`src/rtl/gpio_bank_pkg.sv`:
```
package gpio_bank_pkg;
  localparam int ADDR_W = 4;

  localparam logic [ADDR_W-1:0] A_DIR     = 4'd0;
  localparam logic [ADDR_W-1:0] A_OUT     = 4'd1;
  localparam logic [ADDR_W-1:0] A_SETOUT  = 4'd2;
  localparam logic [ADDR_W-1:0] A_CLROUT  = 4'd3;
  localparam logic [ADDR_W-1:0] A_IN      = 4'd4;
  localparam logic [ADDR_W-1:0] A_RISE    = 4'd5;
  localparam logic [ADDR_W-1:0] A_SETRISE = 4'd6;
  localparam logic [ADDR_W-1:0] A_CLRRISE = 4'd7;
  localparam logic [ADDR_W-1:0] A_FALL    = 4'd8;
  localparam logic [ADDR_W-1:0] A_SETFALL = 4'd9;
  localparam logic [ADDR_W-1:0] A_CLRFALL = 4'd10;
  localparam logic [ADDR_W-1:0] A_STAT    = 4'd11;
  localparam logic [ADDR_W-1:0] A_BANKEN  = 4'd12;

  typedef struct packed {
    logic wrDir;
    logic setOut;
    logic clrOut;
    logic setRise;
    logic clrRise;
    logic setFall;
    logic clrFall;
    logic clrStat;
    logic wrBankEn;
  } regStrobes_t;
endpackage

```
`src/rtl/gpio_reg_decode.sv`:
```
module gpio_reg_decode
  import gpio_bank_pkg::*;
(
  input  logic              wrEn,
  input  logic [ADDR_W-1:0] addr,
  output regStrobes_t       strobes
);
  always_comb begin
    strobes = '0;
    if (wrEn) begin
      unique case (addr)
        A_DIR:     strobes.wrDir    = 1'b1;
        A_SETOUT:  strobes.setOut   = 1'b1;
        A_CLROUT:  strobes.clrOut   = 1'b1;
        A_SETRISE: strobes.setRise  = 1'b1;
        A_CLRRISE: strobes.clrRise  = 1'b1;
        A_SETFALL: strobes.setFall  = 1'b1;
        A_CLRFALL: strobes.clrFall  = 1'b1;
        A_STAT:    strobes.clrStat  = 1'b1;
        A_BANKEN:  strobes.wrBankEn = 1'b1;
        default:   strobes = '0;
      endcase
    end
  end
endmodule

```
`src/rtl/gpio_datapath.sv`:
```
module gpio_datapath
  import gpio_bank_pkg::*;
#(
  parameter int BANK_PINS   = 16,
  parameter int NUM_BANKS   = 2,
  parameter int SYNC_STAGES = 2,
  localparam int DW = BANK_PINS * NUM_BANKS
) (
  input  logic              clk,
  input  logic              rstN,
  input  regStrobes_t       strobes,
  input  logic [ADDR_W-1:0] addr,
  input  logic [DW-1:0]     wrData,
  input  logic [DW-1:0]     pinIn,
  output logic [DW-1:0]     rdData,
  output logic [DW-1:0]     dirBits,
  output logic [DW-1:0]     outBits,
  output logic [DW-1:0]     statBits,
  output logic [NUM_BANKS-1:0] bankEnBits,
  output logic [NUM_BANKS-1:0] bankIrq
);
  logic [DW-1:0] riseEn, fallEn;
  logic [DW-1:0] syncPipe [SYNC_STAGES];
  logic [DW-1:0] syncLvl, prevLvl, sampleLvl, edgeHits;

  // output pins loop back their driven value
  assign sampleLvl = (dirBits & pinIn) | (~dirBits & outBits);

  always_ff @(posedge clk) begin
    if (!rstN) begin
      dirBits    <= '1;
      outBits    <= '0;
      riseEn     <= '0;
      fallEn     <= '0;
      bankEnBits <= '0;
    end else begin
      if (strobes.wrDir)    dirBits    <= wrData;
      if (strobes.setOut)   outBits    <= outBits | wrData;
      if (strobes.clrOut)   outBits    <= outBits & ~wrData;
      if (strobes.setRise)  riseEn     <= riseEn | wrData;
      if (strobes.clrRise)  riseEn     <= riseEn & ~wrData;
      if (strobes.setFall)  fallEn     <= fallEn | wrData;
      if (strobes.clrFall)  fallEn     <= fallEn & ~wrData;
      if (strobes.wrBankEn) bankEnBits <= wrData[NUM_BANKS-1:0];
    end
  end

  generate
    for (genvar s = 0; s < SYNC_STAGES; s++) begin : g_sync
      always_ff @(posedge clk) begin
        if (!rstN) syncPipe[s] <= '0;
        else if (s == 0) syncPipe[s] <= sampleLvl;
        else syncPipe[s] <= syncPipe[(s == 0) ? 0 : s-1];
      end
    end
  endgenerate

  assign syncLvl  = syncPipe[SYNC_STAGES-1];
  assign edgeHits = (syncLvl & ~prevLvl & riseEn) | (~syncLvl & prevLvl & fallEn);

  always_ff @(posedge clk) begin
    if (!rstN) begin
      prevLvl  <= '0;
      statBits <= '0;
    end else begin
      prevLvl  <= syncLvl;
      // a fresh edge wins over a clear aimed at the same bit
      statBits <= (statBits & ~(strobes.clrStat ? wrData : '0)) | edgeHits;
    end
  end

  generate
    for (genvar b = 0; b < NUM_BANKS; b++) begin : g_irq
      assign bankIrq[b] = bankEnBits[b] & (|statBits[b*BANK_PINS +: BANK_PINS]);
    end
  endgenerate

  always_comb begin
    unique case (addr)
      A_DIR:    rdData = dirBits;
      A_OUT:    rdData = outBits;
      A_IN:     rdData = syncLvl;
      A_RISE:   rdData = riseEn;
      A_FALL:   rdData = fallEn;
      A_STAT:   rdData = statBits;
      A_BANKEN: rdData = {{(DW-NUM_BANKS){1'b0}}, bankEnBits};
      default:  rdData = '0;
    endcase
  end
endmodule

```
`src/rtl/gpio_bank_ctrl.sv`:
```
module gpio_bank_ctrl
  import gpio_bank_pkg::*;
#(
  parameter int BANK_PINS   = 16,
  parameter int NUM_BANKS   = 2,
  parameter int SYNC_STAGES = 2,
  localparam int DW = BANK_PINS * NUM_BANKS
) (
  input  logic                 clk,
  input  logic                 rstN,
  input  logic                 wrEn,
  input  logic [ADDR_W-1:0]    addr,
  input  logic [DW-1:0]        wrData,
  output logic [DW-1:0]        rdData,
  input  logic [DW-1:0]        pinIn,
  output logic [DW-1:0]        pinOut,
  output logic [DW-1:0]        pinOe,
  output logic [NUM_BANKS-1:0] bankIrq
);
  regStrobes_t           strobes;
  logic [DW-1:0]         dirBits, outBits, statBits;
  logic [NUM_BANKS-1:0]  bankEnBits;

  gpio_reg_decode u_decode (
    .wrEn(wrEn), .addr(addr), .strobes(strobes)
  );

  gpio_datapath #(
    .BANK_PINS(BANK_PINS), .NUM_BANKS(NUM_BANKS), .SYNC_STAGES(SYNC_STAGES)
  ) u_datapath (
    .clk(clk), .rstN(rstN), .strobes(strobes), .addr(addr),
    .wrData(wrData), .pinIn(pinIn), .rdData(rdData),
    .dirBits(dirBits), .outBits(outBits), .statBits(statBits),
    .bankEnBits(bankEnBits), .bankIrq(bankIrq)
  );

  assign pinOut = outBits;
  assign pinOe  = ~dirBits;
endmodule

```
`config.mk`:
```
export PLATFORM = sky130hd
export DESIGN_NAME = gpio_bank_ctrl
export DESIGN_NICKNAME = d
export VERILOG_FILES = /design/src/rtl/gpio_bank_pkg.sv /design/src/rtl/gpio_reg_decode.sv /design/src/rtl/gpio_datapath.sv /design/src/rtl/gpio_bank_ctrl.sv
export SDC_FILE = /design/constraint.sdc
export NUM_CORES = 1
export LEC_CHECK = 0
export ABC_AREA = 1
export BUFFER_PORTS_ARGS = -buffer_cell sky130_fd_sc_hd__buf_2
export CAP_MARGIN = 20
export CORE_MARGIN = 5
export CORE_UTILIZATION = 45
export CTS_CLUSTER_SIZE = 20
export DETAILED_ROUTE_END_ITERATION = 16
export GPL_TIMING_DRIVEN = 0
export PLACE_DENSITY = 0.71
export SLEW_MARGIN = 10
export SYNTH_ARGS = -nofsm -noshare
export SYNTH_HDL_FRONTEND = slang
export SYNTH_SLANG_ARGS = --single-unit
```
`constraint.sdc`:
```
create_clock -name clk -period 2.5 [get_ports clk]
set_clock_uncertainty 0.1 [all_clocks]
set_input_delay 0.125 -clock clk [delete_from_list [all_inputs] [get_ports clk]]
set_output_delay 0.125 -clock clk [all_outputs]
set_load 0.03 [all_outputs]
```
==> results.yml <==
clock_tree:
  cts_buffers: 28
  insertion_delay_ns: 0.55
  path_clk_slew_ns: 0.06
  cts_resized: 0
  cts.path.max_buffers: 3
  root_buffer: "clkbuf_16"
  cts_max_level: 1
  tritoncts: "yes"
  cts_num_sinks: 258
worst_setup_path:
  crit_type: "in -> out"
  crit_chain: "buf_2, inv_1, nand2_1, nor2_2, buf_2, nand2_1, nand2_1, nor2_1, nand2_1, buf_2"
  startpoint: "addr[3]"
  cpPeakStageDelay_ns: 0.70
  r2r_cells: 4
  worst-path-max-fanout: 10
  cp_data_required_time_ns: 2.28
  end_kind: "primary output"
  path_common_cell: "nand2_1"
  cp_num_cells: 10
  start_kind: "primary input"
  cp.arrival_ns: 2.25
  cp_top_family: "simple AND/OR/NAND/NOR gates"
  cpMaxStageDelayCell: "nor2_2"
  worst-path-buf-inv: 4
routing:
  drtIter0Drc: 1378
  wl_mm: 40.7
  detail-route-antenna-nets: 0
  vias: 12300
  drc: 0
  drt_pass1_iterations: 5
  wl_per_cell_um: 17.0
  vias_per_cell: 5.12
power:
  power_density_nw_per_um2: 676
  power_frac_comb_pct: 8.9
  p_leak_uw: 0.00718
  vdd_drop_max_uv: 472
  p_sw_share_pct: 24.6
  power_switching_uw: 2400
  p_seq_share_pct: 44.1
  power_frac_clock_pct: 47.0
  p_int_uw: 7350
floorplanning:
  start_util_pct: 45.6
  rows: 58
  dieArea_sq_um: 28800
  io_pins: 169
  die-height_um: 170
  coreArea_sq_um: 25200
  dieWidth_um: 170
synth:
  synth_warnings: 0
  netlist_area_sq_um: 11500
  syn_area_per_cell_sq_um: 6.43
  synth_seq_cells: 258
  synth_top_cell_by_area: "dfxtp_1"
  synth_cell_type_count: 17
  syn_inst: 1785
  synth_seq_area_share_pct: 45.0
  syn_nets: 1856
  synthTopCellsByArea: "dfxtp_1, nand2_1, a21oi_1"
  synth_top_area_share_pct: 45.0
placed_design:
  dp.cells: 2280
  gp_congestion: 0.915
  io_buffers: 165
  dp_slack_ns: 0.166
  hpwl_mm: 27.6
sta:
  setup_viol: 0
  timing.final.crit_period_ns: 2.47
  slew_viol_final: 0
  worst_hold_slack_ns: 0.0394
  finalCritPeriodShare_pct: 98.9
  hold_viol_final: 0
  clock.fmax_mhz: 405
  worst_pin_slew_ns: 0.877
  final.setup.tns_ns: 0
  relSlewSlack_pct: 41.5
  rsz0062_at_grt: "no"
  worst_slack_ns: 0.0284
worst_hold_path:
  hold_class: "in -> reg"
  min_from: "addr[3]"
  holdPathStages: 5
flow_run:
  drv_cap: 0
global_route:
  grt_pass1_vias: 11400
  grt_usage_pct: 27.4
  grt_busiest_layer: "met2"
  grtUsageMet1_pct: 36.5
  overflow: 0
  antenna_found_initial: 2
  grt_pass1_wl_mm: 62.8
  met2_usage_pct: 46.6
  grt_max_degree: 14
  use_met3_pct: 4.19
layout:
  fin_nets: 2119
  drive_gt1_share_pct: 12.7
  final_cells: 2402
  multi_input_area_sq_um: 5080
  fillCellCount: 2402
  register_area_sq_um: 5160
  utilization_pct: 57.3
  areaGrowthSynthToFinish_pct: 25.7
status:
  status: "finished, final reports clean"
==> final cells by class <==
type                       count  share of cell area, %
multi-input combinational   1212                   35.2
buffer                        83                   2.51
tap                          330                   2.86
timing repair buffer         233                   10.4
clock inverter                15                   1.59
clock buffer                  37                   5.51
inverter                     232                   6.03
sequential                   258                   35.8
antenna                        2                 0.0347
==> worst paths after layout <==
kind                                endpoint  slack, ns
setup / recovery                  rdData[25]       0.03
hold / removal                      register       0.04
setup reg to reg      u_datapath.statBits[2]       1.56
hold reg to reg   u_datapath.syncPipe[1][28]       0.30
==> cell usage after synthesis <==
master,number
a21oi_1,188
buf_1,11
buf_2,41
clkbuf_1,31
clkinv_1,1
dfxtp_1,258
inv_1,228
inv_2,3
nand2_1,562
nand3_1,110
nand4_1,4
nor2_1,239
nor2_2,3
nor2_4,2
nor3_1,2
o21ai_0,99
o21ai_1,3
==> through the flow <==
stage	area (sq um)	total power, uW
2_1_floorplan	11500	4810
6_report	14400	9760
3_3_place_gp	12700	5140
4_1_cts	14400	9770
3_5_place_dp	12700	5150
5_1_grt	14400	10100
==> power groups by stage <==
stage	registers (uW)	clock network [uW]	logic [uW]
after floorplan	4390	0	412
after global placement	4390	0	750
after detailed placement	4390	0	761
after CTS	4300	4630	847
after global routing	4310	4810	934
final	4300	4590	864
==> metal layers <==
layer  routed length, um  part of all wire [%]
met4                1050                   2.6
met2               19100                    47
met5                   0                     0
met3                3620                   8.9
met1               17000                    42
==> worst min-delay path, stage by stage <==
cell and delay [ns]:
buf_2 0.14, nand3_1 0.10, inv_1 0.10, nand3_1 0.10, a21oi_1 0.06
==> cell usage in the layout (no fill, tap or decap) <==
cell             n
nand2_1        562
dfxtp_1        258
nor2_1         239
inv_1          228
buf_2          206
a21oi_1        188
nand3_1        110
o21ai_0         99
dlygate4sd3_1   68
clkbuf_1        35
clkbuf_16       29
buf_1           11
clkinv_2         8
bufinv_16        6
nand4_1          4
clkbuf_8         4
inv_2            3
nor2_2           3
o21ai_1          3
diode_2          2
nor2_4           2
nor3_1           2
clkinv_1         1
inv_6            1
==> cell families after synthesis <==
logic type	after synthesis	share of synthesized area [%]
simple gates	922	31.6
compound gates	290	12.6
flops	258	45.0
buf+inv	315	10.7
==> timing repair <==
action,4_1_cts,5_1_grt
setup buffers,0,0
hold buffers,68,0
endpoints found under the hold margin,194,0
Note: power is estimated with default switching activity, not from simulation.
